<file path="config.mk">
export PLATFORM = sky130hd
export DESIGN_NAME = pbus_seq
export DESIGN_NICKNAME = d
export VERILOG_FILES = /design/src/rtl/pbus_pkg.sv /design/src/rtl/pbus_cfg_sel.sv /design/src/rtl/pbus_wait_sync.sv /design/src/rtl/pbus_lane_fmt.sv /design/src/rtl/pbus_seq.sv
export SDC_FILE = /design/constraint.sdc
export NUM_CORES = 1
export LEC_CHECK = 0
export CORE_AREA = 2 2 121 123
export DETAILED_ROUTE_END_ITERATION = 16
export DIE_AREA = 0 0 123 125
export GPL_ROUTABILITY_DRIVEN = 0
export PLACE_DENSITY = 0.74
export SYNTH_ARGS = -nofsm -noshare
export SYNTH_HDL_FRONTEND = slang
export SYNTH_SLANG_ARGS = --single-unit
</file>
<file path="constraint.sdc">
create_clock -name clk -period 7.2 [get_ports clk]
set_input_delay 1.44 -clock clk [delete_from_list [all_inputs] [get_ports clk]]
set_output_delay 1.44 -clock clk [all_outputs]
set_load 0.1 [all_outputs]
</file>
<file path="src/rtl/pbus_pkg.sv">
package pbus_pkg;
    parameter int CNT_W = 4;

    typedef enum logic [1:0] {
        MODE_PLAIN = 2'd0,
        MODE_AD    = 2'd1,
        MODE_AAD   = 2'd2
    } bus_mode_e;

    typedef enum logic [1:0] {
        PH_IDLE,
        PH_TURN,
        PH_AHI,
        PH_MAIN
    } phase_e;

    typedef struct packed {
        bus_mode_e        mode;
        logic             wide;
        logic             big_end;
        logic             wait_en;
        logic [CNT_W-1:0] t_cs;
        logic [CNT_W-1:0] t_adv;
        logic [CNT_W-1:0] t_strb;
        logic [CNT_W-1:0] t_acc;
        logic [CNT_W-1:0] t_end;
    } cs_cfg_t;

    localparam int CFG_W = $bits(cs_cfg_t);
endpackage

</file>
<file path="src/rtl/pbus_cfg_sel.sv">
module pbus_cfg_sel
    import pbus_pkg::*;
#(
    parameter int NUM_CS = 4,
    parameter int CSW    = 2
) (
    input  logic [NUM_CS*CFG_W-1:0] cfg_flat,
    input  logic [CSW-1:0]          sel,
    output cs_cfg_t                 cfg
);
    cs_cfg_t tbl [NUM_CS];

    for (genvar g = 0; g < NUM_CS; g++) begin : g_unpack
        assign tbl[g] = cs_cfg_t'(cfg_flat[g*CFG_W +: CFG_W]);
    end

    assign cfg = tbl[sel];
endmodule

</file>
<file path="src/rtl/pbus_wait_sync.sv">
module pbus_wait_sync (
    input  logic clk,
    input  logic rst_n,
    input  logic async_in,
    output logic sync_out
);
    logic [1:0] sh_q;

    always_ff @(posedge clk or negedge rst_n) begin
        if (!rst_n) sh_q <= '0;
        else        sh_q <= {sh_q[0], async_in};
    end

    assign sync_out = sh_q[1];
endmodule

</file>
<file path="src/rtl/pbus_lane_fmt.sv">
module pbus_lane_fmt #(
    parameter int DW = 16
) (
    input  logic          wide,
    input  logic          big_end,
    input  logic [DW-1:0] host_wdata,
    input  logic [DW-1:0] bus_rdata,
    output logic [DW-1:0] bus_wdata,
    output logic [DW-1:0] host_rdata
);
    localparam int HALF = DW / 2;

    always_comb begin
        if (!wide) begin
            bus_wdata  = {{HALF{1'b0}}, host_wdata[HALF-1:0]};
            host_rdata = {{HALF{1'b0}}, bus_rdata[HALF-1:0]};
        end else if (big_end) begin
            bus_wdata  = {host_wdata[HALF-1:0], host_wdata[DW-1:HALF]};
            host_rdata = {bus_rdata[HALF-1:0], bus_rdata[DW-1:HALF]};
        end else begin
            bus_wdata  = host_wdata;
            host_rdata = bus_rdata;
        end
    end
endmodule

</file>
<file path="src/rtl/pbus_seq.sv">
module pbus_seq
    import pbus_pkg::*;
#(
    parameter int  NUM_CS = 4,
    parameter int  AW     = 24,
    parameter int  DW     = 16,
    parameter int  TA_CYC = 2,
    localparam int CSW    = (NUM_CS > 1) ? $clog2(NUM_CS) : 1
) (
    input  logic                    clk,
    input  logic                    rst_n,
    input  logic [NUM_CS*CFG_W-1:0] cfg_flat,
    input  logic                    req_valid,
    output logic                    req_ready,
    input  logic                    req_we,
    input  logic [CSW-1:0]          req_cs,
    input  logic [AW-1:0]           req_addr,
    input  logic [DW-1:0]           req_wdata,
    output logic                    rsp_done,
    output logic [DW-1:0]           rsp_rdata,
    output logic                    mem_cs_n,
    output logic                    mem_adv_n,
    output logic                    mem_oe_n,
    output logic                    mem_we_n,
    input  logic                    mem_wait,
    output logic [AW-1:0]           mem_addr,
    output logic [DW-1:0]           mem_ad_o,
    output logic                    mem_ad_oe,
    input  logic [DW-1:0]           mem_ad_i
);
    localparam logic [CNT_W-1:0] TA_LAST = CNT_W'(TA_CYC - 1);

    typedef struct packed {
        phase_e           phase;
        logic [CNT_W-1:0] cnt;
        logic [CSW-1:0]   cs;
        logic             we;
        logic [AW-1:0]    addr;
        logic [DW-1:0]    wdata;
        logic             last_rd;
        logic             last_wr;
        logic [DW-1:0]    hold;
    } seq_st_t;

    seq_st_t st_q, st_d;
    cs_cfg_t cfg;
    logic    wait_s;
    logic [DW-1:0] wr_fmt, rd_fmt;
    logic    cs_act, adv_act, win, drive, mux, stall, need_ta;
    logic [DW-1:0] drv_val;

    // one selector serves both the incoming request and the running access
    pbus_cfg_sel #(.NUM_CS(NUM_CS), .CSW(CSW)) u_cfg (
        .cfg_flat (cfg_flat),
        .sel      ((st_q.phase == PH_IDLE) ? req_cs : st_q.cs),
        .cfg      (cfg)
    );

    pbus_wait_sync u_wsync (
        .clk      (clk),
        .rst_n    (rst_n),
        .async_in (mem_wait),
        .sync_out (wait_s)
    );

    pbus_lane_fmt #(.DW(DW)) u_lane (
        .wide       (cfg.wide),
        .big_end    (cfg.big_end),
        .host_wdata (st_q.wdata),
        .bus_rdata  (mem_ad_i),
        .bus_wdata  (wr_fmt),
        .host_rdata (rd_fmt)
    );

    assign mux     = (cfg.mode != MODE_PLAIN);
    assign stall   = cfg.wait_en && wait_s;
    assign need_ta = st_q.last_rd && (req_we || mux);

    always_comb begin
        st_d     = st_q;
        cs_act   = 1'b0;
        adv_act  = 1'b0;
        win      = 1'b0;
        drive    = 1'b0;
        drv_val  = st_q.hold;
        rsp_done = 1'b0;

        case (st_q.phase)
            PH_IDLE: begin
                if (req_valid) begin
                    st_d.cs    = req_cs;
                    st_d.we    = req_we;
                    st_d.addr  = req_addr;
                    st_d.wdata = req_wdata;
                    st_d.cnt   = '0;
                    if (need_ta)                    st_d.phase = PH_TURN;
                    else if (cfg.mode == MODE_AAD)  st_d.phase = PH_AHI;
                    else                            st_d.phase = PH_MAIN;
                end
            end
            PH_TURN: begin
                if (st_q.cnt == TA_LAST) begin
                    st_d.cnt   = '0;
                    st_d.phase = (cfg.mode == MODE_AAD) ? PH_AHI : PH_MAIN;
                end else begin
                    st_d.cnt = st_q.cnt + 1'b1;
                end
            end
            PH_AHI: begin
                cs_act  = (st_q.cnt >= cfg.t_cs);
                adv_act = (st_q.cnt < cfg.t_adv);
                drive   = 1'b1;
                drv_val = DW'(st_q.addr[AW-1:DW]);
                if (st_q.cnt >= cfg.t_adv) begin
                    st_d.cnt   = '0;
                    st_d.phase = PH_MAIN;
                end else begin
                    st_d.cnt = st_q.cnt + 1'b1;
                end
            end
            default: begin
                cs_act  = (st_q.cnt < cfg.t_end) &&
                          ((st_q.cnt >= cfg.t_cs) || (cfg.mode == MODE_AAD));
                adv_act = (st_q.cnt < cfg.t_adv);
                win     = (st_q.cnt >= cfg.t_strb) && (st_q.cnt <= cfg.t_acc);
                if (mux && (st_q.cnt < cfg.t_adv)) begin
                    drive   = 1'b1;
                    drv_val = st_q.addr[DW-1:0];
                end else if (st_q.we) begin
                    drive   = 1'b1;
                    drv_val = wr_fmt;
                end
                if ((st_q.cnt == cfg.t_acc) && stall) begin
                    st_d.cnt = st_q.cnt;
                end else begin
                    rsp_done = (st_q.cnt == cfg.t_acc);
                    if (st_q.cnt >= cfg.t_end) begin
                        st_d.phase   = PH_IDLE;
                        st_d.cnt     = '0;
                        st_d.last_rd = !st_q.we;
                        st_d.last_wr = st_q.we;
                    end else begin
                        st_d.cnt = st_q.cnt + 1'b1;
                    end
                end
            end
        endcase

        if (drive) st_d.hold = drv_val;
    end

    always_ff @(posedge clk or negedge rst_n) begin
        if (!rst_n) begin
            st_q       <= '0;
            st_q.phase <= PH_IDLE;
        end else begin
            st_q <= st_d;
        end
    end

    assign req_ready = (st_q.phase == PH_IDLE);
    assign mem_cs_n  = !cs_act;
    assign mem_adv_n = !adv_act;
    assign mem_oe_n  = !(win && !st_q.we);
    assign mem_we_n  = !(win && st_q.we);
    assign mem_addr  = st_q.addr;
    assign mem_ad_o  = drive ? drv_val : st_q.hold;
    assign mem_ad_oe = drive || ((st_q.phase == PH_IDLE) && st_q.last_wr);
    assign rsp_rdata = (rsp_done && !st_q.we) ? rd_fmt : '0;
endmodule

</file>
==> results.yml <==
outcome:
  status: "completed"
min_path:
  hp-start: "u_wsync.sh_q[0]$_DFF_PN0_"
  whs_path_depth: 0
  hold-path-endpoint: "u_wsync.sh_q[1]$_DFF_PN0_"
  hp-class: "reg2reg"
place:
  half_perimeter_wire_length_after_detailed_placement_microns: 13200
  io_buffer_count: 225
drt:
  route.vias.total: 4909
  detailedRoute.firstIterationViolations: 380
  viasPerCell: 5.47
  drt-pass1-iter-count: 5
  route.detailed.drc: 0
  ant_nets: 0
  routed_wirelength_microns: 17100
  wire_per_inst_microns: 19.1
die:
  core.rowCount: 44
  core_sq_mm: 0.0142
  dieWidth_microns: 123
  die_h_microns: 125
  top_level_ports: 226
  floorplan.initialDensity: 0.387
  die_area_sq_mm: 0.0154
grt:
  grt-ovfl-total: 0
  met1_usage: 0.274
  antenna_found_initial: 0
  grt_first_pass_wirelength_microns: 26600
  grt-busiest-layer: "met2"
  grtUsageMet3: 0.0479
  grt_start_max_net_pins: 70
  first_global_vias: 5198
  groute.usage.overall: 0.221
  gr-usage-met2: 0.388
cells_and_area:
  seq_area_sq_mm: 0.00173
  finish.net_count: 899
  total_inserted_antenna_cells: 0
  layout-drive-gt1-share: 0.223
  num-fill-cells: 1253
  total_area_of_multi_input_combinational_cells_sq_mm: 0.00320
  syn2layout_area_growth_pct: 50.7
clock_tree:
  hold_buffers: 0
  clk_transition_reported_paths_ps: 60
  cts_buffers: 9
  tritoncts: "yes"
  cts_max_path_buffers: 2
  clock_latency_ps: 330
  h-tree-depth: 3
  cts_setup_buffers: 0
  clock_sinks: 69
  clock_root_buffer: "clkbuf_16"
  postCtsResizedCells: 0
sta:
  final_sum_of_negative_setup_slack_ps: 0
  relSlewSlack: 0.239
  setup_repair_after_global_routing_missed_its_margin: "no"
  period_share: 0.937
  tightestPinTransition_ps: 1140
  clock-skew-final_ps: 4.55
  finalHoldViolCount: 0
  fmaxAchievable_mhz: 148
  setup_violations: 0
  final_count_of_pins_violating_max_slew: 0
  post-route-min-period_ps: 6750
setup_path:
  library_cell_contributing_the_largest_single_delay_on_the_critical_path: "clkdlybuf4s50_1"
  crit_chain: "clkdlybuf4s50_1 > mux2i_4 > buf_4 > mux4_2 > inv_1 > ha_1 > o21a_1 > o31ai_1 > nand4_1 > a41oi_2 > o22ai_1 > a21oi_1 > buf_12"
  ff2ff_setup_slack_ps: 2990
  cp-end-kind: "primary output"
  critical_path.reg2reg.endpoint: "st_q[3]$_DFF_PN0_"
  rr_startpoint: "st_q[65]$_DFFE_PN0P_"
  worst-r2r-cell-count: 14
  cp_max_fo: 13
  critical_path.max_stage_delay_ps: 580
  worstSetupStartpointType: "input port"
  crit_arrival_ps: 5310
  cp_data_required_time_ps: 5760
  critPathKind: "in2out"
logic_synthesis:
  synth.avg_cell_area_sq_um: 10.3
  async_flop_share: 1.00
  synth_cell_types: 57
  synth-seq-area-share: 0.314
  postSynthNetCount: 725
  synth_ff_type: "dfrtp_1"
  postSynthRegisterBits: 69
  mappedNetlistArea_sq_mm: 0.00549
  postSynthCellCount: 535
  yosys_warnings: 0
  synth-edff-count: 0
run:
  maxCapViolations: 0
cells in the mapped netlist (4+ instances only):
master	instances	area [sq um]
nand2_1	35	131
ha_1	27	338
nand2b_1	10	62.6
buf_2	8	40.0
buf_4	42	315
mux2_1	4	45.0
and3_1	12	75.1
mux2i_1	21	210
mux4_2	20	450
a221o_1	10	100
nor2_1	29	109
inv_1	34	128
o22ai_1	10	62.6
a22o_1	4	35.0
a31oi_1	18	113
mux2_2	59	664
dfrtp_1	69	1730
nor2b_1	13	81.3
clkbuf_1	15	56.3
nand4_1	4	25.0
a211o_1	8	70.1
a21oi_1	18	90.1
o21ai_0	4	20.0
a211oi_1	8	60.1
through the flow:
| stage | setup WS, ps | std cells | area (sq um) | util | hold slack (ps) |
|---|---|---|---|---|---|
| 6_report | 454 | 898 | 8280 | 0.583 | 352 |
| 5_1_grt | 181 | 898 | 8280 | 0.583 | 367 |
| 4_1_cts | 456 | 898 | 8280 | 0.583 | 353 |
| 3_5_place_dp | 470 | 882 | 7950 | 0.560 | 340 |
| 3_3_place_gp | 573 | 882 | 7950 | 0.560 | 340 |
| 2_1_floorplan | 546 | 535 | 5490 | - | 331 |
critical path, delay by kind of cell:
kind / cells / cell delay (ps)
AOI/OAI and AO/OA: 5 / 1320
buffers and inverters: 4 / 1180
muxes: 2 / 820
and+or+nand+nor: 1 / 280
adders and majority gates: 1 / 250
worst max-delay path by stage:
stage	start	end	slack, ps
after global routing	req_cs[0]	mem_ad_o[2]	180
after detailed placement	req_cs[0]	mem_ad_o[0]	470
final	req_cs[0]	mem_ad_o[3]	450
after CTS	req_cs[0]	mem_ad_o[3]	460
after floorplan	st_q[65]$_DFFE_PN0P_	mem_cs_n	550
after global placement	req_cs[0]	mem_ad_o[5]	570
registers in the layout, indices dropped and copies added, names as in the netlist:
name / cells
mem_addr: 24
st_q: 43
u_wsync.sh_q: 2
cells by family (layout without fill, tap and decap cells):
family | Yosys count | in the layout | share of synthesized area
buf+inv | 102 | 281 | 0.103
mux | 109 | 109 | 0.266
fa+ha+maj | 27 | 27 | 0.0615
simple gates | 120 | 120 | 0.109
flops | 69 | 69 | 0.314
compound gates | 108 | 108 | 0.146
layer usage:
layer  up-vias  wire (microns)
li1       2281               -
met1      2401            7030
met2       208            8690
met3        19            1170
met4         0             214
met5         -               0
final cells by class:
type                    count  share of cell area
inverters                  34              0.0154
repair buffers            231               0.321
flip-flops and latches     69               0.208
multi-input cells         364               0.387
clock buffers               9              0.0272
well taps                 184              0.0278
clock inverters             7              0.0127
layout by cell type, fill, tap and decap left out, drive strengths merged, types with 5 or more instances in the layout:
| cell | Yosys | routed |
|---|---|---|
| a211oi | 8 | 8 |
| a221o | 10 | 10 |
| clkdlybuf4s50 | 0 | 186 |
| nor2 | 30 | 30 |
| o21ai | 5 | 5 |
| mux4 | 20 | 20 |
| ha | 27 | 27 |
| inv | 34 | 37 |
| a31oi | 20 | 20 |
| a211o | 8 | 8 |
| nor2b | 13 | 13 |
| nand2 | 37 | 37 |
| nand2b | 10 | 10 |
| mux2i | 23 | 23 |
| clkbuf | 15 | 9 |
| o22ai | 11 | 11 |
| a21oi | 19 | 19 |
| mux2 | 66 | 66 |
| buf | 53 | 45 |
| and3 | 12 | 12 |
| dfrtp | 69 | 69 |
Power is not shown: default switching activity piles up to over one toggle a cycle in this logic, so the estimate is an artifact.
